[src/rtl/alu_pkg.sv]
package alu_pkg;

  typedef enum logic [3:0] {
    OP_AND = 4'h0, OP_EOR = 4'h1, OP_SUB = 4'h2, OP_RSB = 4'h3,
    OP_ADD = 4'h4, OP_ADC = 4'h5, OP_SBC = 4'h6, OP_RSC = 4'h7,
    OP_TST = 4'h8, OP_TEQ = 4'h9, OP_CMP = 4'hA, OP_CMN = 4'hB,
    OP_ORR = 4'hC, OP_MOV = 4'hD, OP_BIC = 4'hE, OP_MVN = 4'hF
  } alu_op_e;

  localparam int FLAG_N = 3;
  localparam int FLAG_Z = 2;
  localparam int FLAG_C = 1;
  localparam int FLAG_V = 0;

  // Opcodes that only update flags
  function automatic logic op_is_test(input logic [3:0] op);
    return (op == OP_TST) || (op == OP_TEQ) || (op == OP_CMP) || (op == OP_CMN);
  endfunction

  // Opcodes that go through the adder
  function automatic logic op_is_arith(input logic [3:0] op);
    case (op)
      OP_SUB, OP_RSB, OP_ADD, OP_ADC, OP_SBC, OP_RSC, OP_CMP, OP_CMN: return 1'b1;
      default: return 1'b0;
    endcase
  endfunction

endpackage

[src/rtl/alu_addsub.sv]
module alu_addsub
  import alu_pkg::*;
#(
  parameter int W = 32
) (
  input  logic [W-1:0] a,
  input  logic [W-1:0] b,
  input  logic [3:0]   op,
  input  logic         c_in,
  output logic [W-1:0] sum,
  output logic         c_out,
  output logic         ovf
);

  logic [W-1:0] x, y;
  logic         cin;
  logic         swap, negate;

  always_comb begin
    swap   = (op == OP_RSB) || (op == OP_RSC);
    negate = (op == OP_SUB) || (op == OP_RSB) || (op == OP_SBC) ||
             (op == OP_RSC) || (op == OP_CMP);
    case (op)
      OP_SUB, OP_RSB, OP_CMP:  cin = 1'b1;
      OP_ADC, OP_SBC, OP_RSC:  cin = c_in;
      default:                 cin = 1'b0;
    endcase
    x = swap ? b : a;
    y = swap ? a : b;
    if (negate) y = ~y;
  end

  // Carry out of the top bit; for negated forms it reads as "no borrow"
  function automatic logic [W:0] add_full(input logic [W-1:0] p,
                                          input logic [W-1:0] q,
                                          input logic ci);
    return {1'b0, p} + {1'b0, q} + {{W{1'b0}}, ci};
  endfunction

  // Signed overflow: same-signed inputs with a differently signed sum
  function automatic logic add_ovf(input logic [W-1:0] p,
                                   input logic [W-1:0] q,
                                   input logic [W-1:0] s);
    return (p[W-1] == q[W-1]) && (s[W-1] != p[W-1]);
  endfunction

  always_comb begin
    {c_out, sum} = add_full(x, y, cin);
    ovf          = add_ovf(x, y, sum);
  end

endmodule

[src/rtl/alu_logic.sv]
module alu_logic
  import alu_pkg::*;
#(
  parameter int W = 32
) (
  input  logic [W-1:0] a,
  input  logic [W-1:0] b,
  input  logic [3:0]   op,
  output logic [W-1:0] y
);

  always_comb begin
    case (op)
      OP_AND, OP_TST: y = a & b;
      OP_EOR, OP_TEQ: y = a ^ b;
      OP_ORR:         y = a | b;
      OP_MOV:         y = b;
      OP_BIC:         y = a & ~b;
      OP_MVN:         y = ~b;
      default:        y = '0;
    endcase
  end

endmodule

[src/rtl/alu_clz.sv]
module alu_clz #(
  parameter int W  = 32,
  localparam int CW = $clog2(W + 1)
) (
  input  logic [W-1:0]  v,
  output logic [CW-1:0] count
);

  // Scan from the top; the first set bit stops the count
  function automatic logic [CW-1:0] lead_zeros(input logic [W-1:0] d);
    logic [CW-1:0] n;
    logic          hit;
    n   = '0;
    hit = 1'b0;
    for (int i = W - 1; i >= 0; i--) begin
      if (d[i]) hit = 1'b1;
      if (!hit) n = n + 1'b1;
    end
    return n;
  endfunction

  assign count = lead_zeros(v);

endmodule

[src/rtl/dp_alu_core.sv]
module dp_alu_core
  import alu_pkg::*;
#(
  parameter int W       = 32,
  parameter bit REG_OUT = 1'b1
) (
  input  logic         clk,
  input  logic         rst_n,
  input  logic [W-1:0] op_a,
  input  logic [W-1:0] op_b,
  input  logic         shift_carry,
  input  logic         shift_active,
  input  logic [3:0]   opcode,
  input  logic         set_flags,
  input  logic         clz_mode,
  input  logic [3:0]   flags_in,
  output logic [W-1:0] result,
  output logic         wr_en,
  output logic [3:0]   flags_out
);

  localparam int CW = $clog2(W + 1);

  logic [W-1:0]  sum, log_res, core_res, res_nxt;
  logic          add_c, add_v;
  logic [CW-1:0] clz_cnt;
  logic          is_test, is_arith, flag_upd, wr_nxt;
  logic          c_new, v_new;
  logic [3:0]    flags_nxt;

  alu_addsub #(.W(W)) u_addsub (
    .a(op_a), .b(op_b), .op(opcode), .c_in(flags_in[FLAG_C]),
    .sum(sum), .c_out(add_c), .ovf(add_v)
  );

  alu_logic #(.W(W)) u_logic (
    .a(op_a), .b(op_b), .op(opcode), .y(log_res)
  );

  alu_clz #(.W(W)) u_clz (
    .v(op_b), .count(clz_cnt)
  );

  always_comb begin
    is_test  = op_is_test(opcode);
    is_arith = op_is_arith(opcode);
    flag_upd = !clz_mode && (set_flags || is_test);
    core_res = is_arith ? sum : log_res;
    res_nxt  = clz_mode ? {{(W-CW){1'b0}}, clz_cnt} : core_res;
    wr_nxt   = clz_mode || !is_test;
    c_new    = is_arith ? add_c : (shift_active ? shift_carry : flags_in[FLAG_C]);
    v_new    = is_arith ? add_v : flags_in[FLAG_V];
    flags_nxt = flag_upd ? {core_res[W-1], (core_res == '0), c_new, v_new} : flags_in;
  end

  generate
    if (REG_OUT) begin : g_reg
      logic past_ok;
      always_ff @(posedge clk) begin
        if (!rst_n) begin
          result    <= '0;
          wr_en     <= 1'b0;
          flags_out <= '0;
          past_ok   <= 1'b0;
        end else begin
          result    <= res_nxt;
          wr_en     <= wr_nxt;
          flags_out <= flags_nxt;
          past_ok   <= 1'b1;
        end
      end

      // outputs follow the computed values one clock later
      p_one_cycle_r11: assert property (@(posedge clk) disable iff (!rst_n)
        past_ok |-> (result == $past(res_nxt)) && (flags_out == $past(flags_nxt))
                    && (wr_en == $past(wr_nxt)));
    end else begin : g_comb
      assign result    = res_nxt;
      assign wr_en     = wr_nxt;
      assign flags_out = flags_nxt;
    end
  endgenerate

  // test codes never request a register write
  p_test_no_write_r4: assert property (@(posedge clk) disable iff (!rst_n)
    (!clz_mode && opcode[3:2] == 2'b10) |-> !wr_nxt);

  // flags pass through when no update is requested
  p_flags_hold_r9: assert property (@(posedge clk) disable iff (!rst_n)
    (!clz_mode && !set_flags && opcode[3:2] != 2'b10) |-> (flags_nxt == flags_in));

  // logical operations leave V alone
  p_logic_keeps_v_r7: assert property (@(posedge clk) disable iff (!rst_n)
    (!clz_mode && !op_is_arith(opcode)) |-> (flags_nxt[FLAG_V] == flags_in[FLAG_V]));

  // Z agrees with the result whenever the flags move
  p_zero_flag_r8: assert property (@(posedge clk) disable iff (!rst_n)
    (!clz_mode && (set_flags || opcode[3:2] == 2'b10)) |->
      (flags_nxt[FLAG_Z] == (res_nxt == '0)) && (flags_nxt[FLAG_N] == res_nxt[W-1]));

  // count stays within 0..W and leaves the flags untouched
  p_clz_range_r10: assert property (@(posedge clk) disable iff (!rst_n)
    clz_mode |-> (res_nxt <= W) && (flags_nxt == flags_in) && wr_nxt);

endmodule

[config.mk]
export PLATFORM = sky130hd
export DESIGN_NAME = dp_alu_core
export DESIGN_NICKNAME = d
export VERILOG_FILES = /design/src/rtl/alu_pkg.sv /design/src/rtl/alu_addsub.sv /design/src/rtl/alu_logic.sv /design/src/rtl/alu_clz.sv /design/src/rtl/dp_alu_core.sv
export SDC_FILE = /design/constraint.sdc
export NUM_CORES = 1
export LEC_CHECK = 0
export ABC_AREA = 1
export BUFFER_PORTS_ARGS = -buffer_cell sky130_fd_sc_hd__buf_2
export CAP_MARGIN = 20
export CORE_ASPECT_RATIO = 0.6
export CORE_MARGIN = 2
export CORE_UTILIZATION = 55
export DETAILED_ROUTE_END_ITERATION = 8
export GPL_ROUTABILITY_DRIVEN = 0
export HOLD_SLACK_MARGIN = 0.03
export PLACE_DENSITY = 0.86
export SLEW_MARGIN = 20
export SYNTH_ARGS = -nofsm -noshare
export SYNTH_HDL_FRONTEND = slang
export SYNTH_SLANG_ARGS = --single-unit
[constraint.sdc]
create_clock -name clk -period 17.31 [get_ports clk]
set_clock_uncertainty 0.15 [all_clocks]
set_input_delay 0.8655 -clock clk [delete_from_list [all_inputs] [get_ports clk]]
set_output_delay 0.8655 -clock clk [all_outputs]
set_load 0.05 [all_outputs]
Yosys cells after proc, flatten, opt, wreduce, memory -nomap -nowiden
Memories as Yosys holds them, arrays and structs flattened.
Index checks and enable logic that the tools add are counted.
{ "word_totals": {"regBits": 37, "rom_bits": 16, "in_bits": 78, "output_inout_bits": 37, "word_cells": 157, "n_memories": 1} }
{ "op_classes": {"n_addsub": 33, "n_eq_ne": 16, "muxes": 75, "bitwise": 7, "n_reduce_logical": 21} }
{ "mem_list": {"columns": ["memory", "depth", "word_bits", "read_ports", "rd_ports_with_merged_regs", "write_ports", "line", "source"], "rows": [
  ["(no name shown)", 16, 1, 1, 0, 0, "alu_pkg.sv:22", "case (op)"]
]} }
{ "op_table": {"columns": ["cell", "n"], "rows": [
  ["$mux 6", 32],
  ["$pmux 32 s6", 1],
  ["$add 6x1->6 const B", 30],
  ["$mux 32", 4],
  ["$and 32x32->32", 2],
  ["$not 32->32", 2],
  ["$mux 1", 36],
  ["$add 32x32->33", 1],
  ["$add 33x1->33", 1],
  ["$eq 4x4->1 const B", 8],
  ["$logic_not 32->1", 1],
  ["$or 32x32->32", 1],
  ["$xor 32x32->32", 1],
  ["$eq 4x3->1 const B", 3],
  ["$logic_or 1x1->1", 10],
  ["$eq 4x2->1 const B", 2],
  ["$reduce_or 2->1", 3],
  ["$reduce_or 3->1", 2],
  ["$eq 4x1->1 const B", 1],
  ["$logic_not 4->1", 1],
  ["$mux 4", 1],
  ["$add 1x1->2 const B", 1],
  ["$logic_and 1x1->1", 2],
  ["$logic_not 1->1", 2],
  ["4 further kinds", 4]
]} }

Logic depth before layout (Yosys ltp)
{ "logic_depth": {"word_depth": 65, "depth_mapped": 76, "mapped_depth_nobuf": 76} }

Modules after synthesis
Synthesis repeated with hierarchy kept, for this count alone.
{ "hier_totals": {"hier_cells": 2153, "area_unflattened_um2": 11150.7} }
{ "modules_own_cells": {"columns": ["module", "n_inst", "cells_each", "area_per_inst_um2", "seq_area_each_um2"], "rows": [
  ["alu_clz", 1, 644, 3357.0, 0.0],
  ["alu_addsub", 1, 643, 3285.7, 0.0],
  ["alu_logic", 1, 557, 2635.0, 0.0],
  ["dp_alu_core", 1, 309, 1873.0, 740.7]
]} }

Worst setup path before layout
Ideal clock, no wire load.
{ "synth_timing": {"kind": "input to register", "start": "input op_b[30]", "end": "register result[4]", "setup_ps": 109, "arrival_time_ps": 10358, "required_ps": 17051, "slack_ps": 6693, "cell_stages": 75, "n_path_buf": 0, "cell_sequence": "inv_1 -> a21oi_1 -> ha_1 -> inv_1 -> a21oi_1 -> ha_1 -> nand2_1 -> nand2_1 -> o21a_1 -> ha_1 -> nand4_1 -> inv_1 -> a31oi_1 -> ha_1 -> nand3_1 -> o21a_1 -> ha_1 -> nand2_1 -> [39 not listed] -> nor2_1 -> ha_1 -> nand2_1 -> nand2_1 -> ha_1 -> nor2_1 -> a31oi_1 -> ha_1 -> inv_1 -> o21ai_0 -> ha_1 -> nand2_1 -> nand3b_1 -> nor2_1 -> nand3b_1 -> nand3_1 -> nand2_1 -> inv_1"} }
{ "synth_between": {"elab_chain_cells": 63, "word_cells_on_any_way": 93, "cone_classes": "30 x add/sub; 63 x mux"} }
{ "synth_lines": {"columns": ["item", "line", "source"], "rows": [
  ["from (decl)", "dp_alu_core.sv:10", "input logic [W-1:0] op_b,"],
  ["$mux 1 *", "alu_clz.sv:16", "if (d[i]) hit = 1'b1;"],
  ["$mux 6", "alu_clz.sv:17", "if (!hit) n = n + 1'b1;"],
  ["$add 6x1->6", "alu_clz.sv:17", null],
  ["$mux 6", "alu_clz.sv:17", null],
  ["$add 6x1->6", "alu_clz.sv:17", null],
  ["$mux 6", "alu_clz.sv:17", null],
  ["$add 6x1->6", "alu_clz.sv:17", null],
  ["$mux 6", "alu_clz.sv:17", null],
  ["[47 not listed]", null, null],
  ["$mux 6", "alu_clz.sv:17", null],
  ["$add 6x1->6", "alu_clz.sv:17", null],
  ["$mux 6", "alu_clz.sv:17", null],
  ["$add 6x1->6", "alu_clz.sv:17", null],
  ["$mux 6", "alu_clz.sv:17", null],
  ["$add 6x1->6", "alu_clz.sv:17", null],
  ["$mux 6 *", "alu_clz.sv:17", null],
  ["$mux 6 *", "dp_alu_core.sv:49", "res_nxt = clz_mode ? {{(W-CW){1'b0}}, clz_cnt} : core_res;"],
  ["to (signal assigned)", "dp_alu_core.sv:66", "result <= res_nxt;"],
  ["to (decl)", "dp_alu_core.sv:17", "output logic [W-1:0] result,"]
]} }
Every way passes the cells marked *; elsewhere a longest branch is shown, timed or not.
A chain may end at the register's enable or synchronous reset.

Final worst setup path
Same ends and word-level chain as after synthesis.

==> results.tsv <==
stage	metric	value	unit
detailed_routing	Routed Antenna Nets	0	
sta	Final Critical Period	11.96	ns
sta	max-slew violations	0	
detailed_routing	post-DR wirelength/cell	14.5	um
critical_path	Critical Path End Type	flip-flop	
sta	actual slew at the worst max-slew pin	1.17	ns
synth	Synth Register Bits	37	
final_layout	most frequent cells in the layout	nand2_1 (383), inv_1 (217), nor2_1 (131)	
synth	sequential area share after synthesis	0.0842	
sta	fmax	83.6	MHz
grt	grt ovf	0	
synth	cells after synthesis	1504	
synth	primary flip-flop cell chosen by synthesis mapping	dfxtp_1	
synth	syn nets	1677	
sta	Slew HR	0.218	
clock_tree	# resized after CTS	0	
critical_path	worst stage delay on the critical path	0.39	ns
clock_tree	Setup Buffers After CTS	0	
detailed_routing	routed vias	10217	
place	Port Buffer Count	114	
critical_path	slowest CP cell	a31oi_1	
critical_path	crit-path max FO	5	
detailed_routing	initial DRC count	1109	
final_layout	layout cells sized above 1	0.125	
grt	GRT Util Overall	0.302	
clock_tree	clock sink count	37	
sta	endpoints failing setup	0	
run	maxcap violations	0	
synth	number of flops mapped to enable cells by yosys	0	
clock_tree	CTS buffer count	5	
critical_path	element type at the critical path start	input port	
floorplanning	Die Y	102	um
final_layout	final core utilization	0.628	
sta	hold slack	0.668	ns
sta	Post-Route Setup TNS	0	ns
power_and_ir_drop	maximum vdd ir drop	0.0000621	V
min_path	hold crit path type	in2reg	
grt	first-pass GRT wire length	42.9	mm
final_layout	number of diodes	0	
place	Setup WS pre-CTS	5.26	ns
synth	warning count from the yosys run	0	
final_layout	final net count	1770	
place	detailed placement HPWL	20.6	mm
outcome	violated checks	design-rule violations	
place	placed cell count	1793	
final_layout	area of the multi-input gates	7000	um2
floorplanning	row cnt	35	
critical_path	CP required	17.35	ns
clock_tree	H-tree Lvls	2	
floorplanning	IO Pins	115	
sta	unrepaired setup endpoints after global routing	no	
synth	post-synth top area share	0.163	
power_and_ir_drop	Static Leak	5.57	nW
outcome	status	finished with violations	
synth	Cell variety after synth	45	
clock_tree	clock transition at the registers of the reported paths	0.06	ns
floorplanning	CORE AREA	15500	um2
clock_tree	Hold Buf Count CTS	0	
final_layout	area added between synthesis and finish	10.7	%
final_layout	FF+latch area	741	um2
grt	initial antenna violation count	0	
critical_path	CP dominant cell by count	ha_1	
power_and_ir_drop	pwr dens	50.8	nW/um2
floorplanning	die area	17100	um2
final_layout	Filler cells	1462	
synth	Synth area leaders	nand2_1 (16%), ha_1 (13%), inv_1 (9.3%)	
critical_path	Arr. time, crit path	12.00	ns
detailed_routing	Routed WL	26.2	mm
critical_path	critical path type	in2reg	
detailed_routing	number of remaining DRC errors	6	
final_layout	commonest non-fill, non-tap cell in the layout	nand2_1	
grt	largest net degree at the start of global routing	125	
sta	Hold Fails Final Rpt	0	
clock_tree	CTS max path bufs	2	
sta	Tcrit/Tclk final	0.691	
clock_tree	CTS root buf	clkbuf_16	
synth	Async S/R FF share, synth	0	
floorplanning	Die W	167	um
floorplanning	effective utilization at floorplan	0.567	
synth	dominant cell type by area after synthesis	nand2_1	
grt	vias in the first global route	9158	
detailed_routing	Via density	5.67	
synth	Cell Area, Synth	8790	um2
synth	Avg Inst Size Synth	5.85	um2
clock_tree	CTS tree	done	
detailed_routing	drt first pass iters	7	
final_layout	Final Non-Filler Cells	1801	
sta	slack of the critical path	5.35	ns
-- synth_stat cells (12+ instances only) --
| cell | number |
|---|---|
| o2111ai_1 | 13 |
| inv_2 | 12 |
| inv_1 | 217 |
| a21oi_1 | 65 |
| o22ai_1 | 13 |
| clkbuf_1 | 35 |
| a31oi_1 | 12 |
| nor3_1 | 15 |
| nand3_1 | 120 |
| dfxtp_1 | 37 |
| nor2_8 | 14 |
| xor2_1 | 65 |
| nor2_1 | 132 |
| xnor2_1 | 12 |
| a221oi_1 | 18 |
| nand4_1 | 28 |
| o21ai_0 | 122 |
| ha_1 | 93 |
| nor2_4 | 12 |
| nand2_1 | 383 |
-- critical path: cells and delay by family --
kind / cells / cell delay (ns)
AO/OA/AOI/OAI: 13 / 2.34
adder cells (fa/ha/maj): 17 / 4.86
buffers and inverters: 15 / 0.96
AND/OR/NAND/NOR: 31 / 3.01
-- logic make-up (layout without fill, tap and decap cells) --
logic type | count (synthesis) | after routing | share of synthesized area
AOI/OAI and AO/OA | 282 | 282 | 0.190
xor gates and xnor gates | 77 | 77 | 0.0767
adders and majority gates | 95 | 95 | 0.137
buffers and inverters | 281 | 375 | 0.123
DFF | 37 | 37 | 0.0842
and+or+nand+nor | 732 | 732 | 0.389
-- per-stage QoR --
| stage | area (um2) | power, mW |
|---|---|---|
| final | 9740 | 0.495 |
| after CTS | 9740 | 0.487 |
| after floorplan | 8790 | 0.311 |
| after global routing | 9740 | 0.528 |
| after detailed placement | 9580 | 0.386 |
| after global placement | 9580 | 0.379 |
-- layer usage --
metal | up-vias | global-route usage | part of all wire
li1 | 5184 | - | -
met1 | 4455 | 0.427 | 0.47
met2 | 511 | 0.474 | 0.39
met3 | 67 | 0.0620 | 0.12
met4 | 0 | 0.0716 | 0.021
met5 | - | 0 | 0
-- area by class of cell --
type	count	area share
Inverter	244	0.0966
Tap cell	203	0.0261
Clock buffer	7	0.0157
Multi-Input combinational cell	1186	0.719
Timing Repair Buffer	123	0.0655
Clock inverter	1	0.000514
Sequential cell	37	0.0761
-- path summary, 6_finish.rpt --
| check | depth (start not counted) | startpoint | to | slack, ns |
|---|---|---|---|---|
| setup / recovery | 76 | op_b[30] | result[4] | 5.35 |
| hold / removal | 3 | flags_in[3] | flags_out[3] | 0.67 |
-- state kept, by name (all words and copies together) (netlist names) --
name and flops:
wr_en 1, result 32, flags_out 4
-- power breakdown --
part           internal (mW)  switching, mW
Sequential            0.0938        0.00231
Clock                 0.0611         0.0393
Combinational          0.101          0.198
Total                  0.255          0.239
Note: power is estimated with default switching activity, not from simulation.
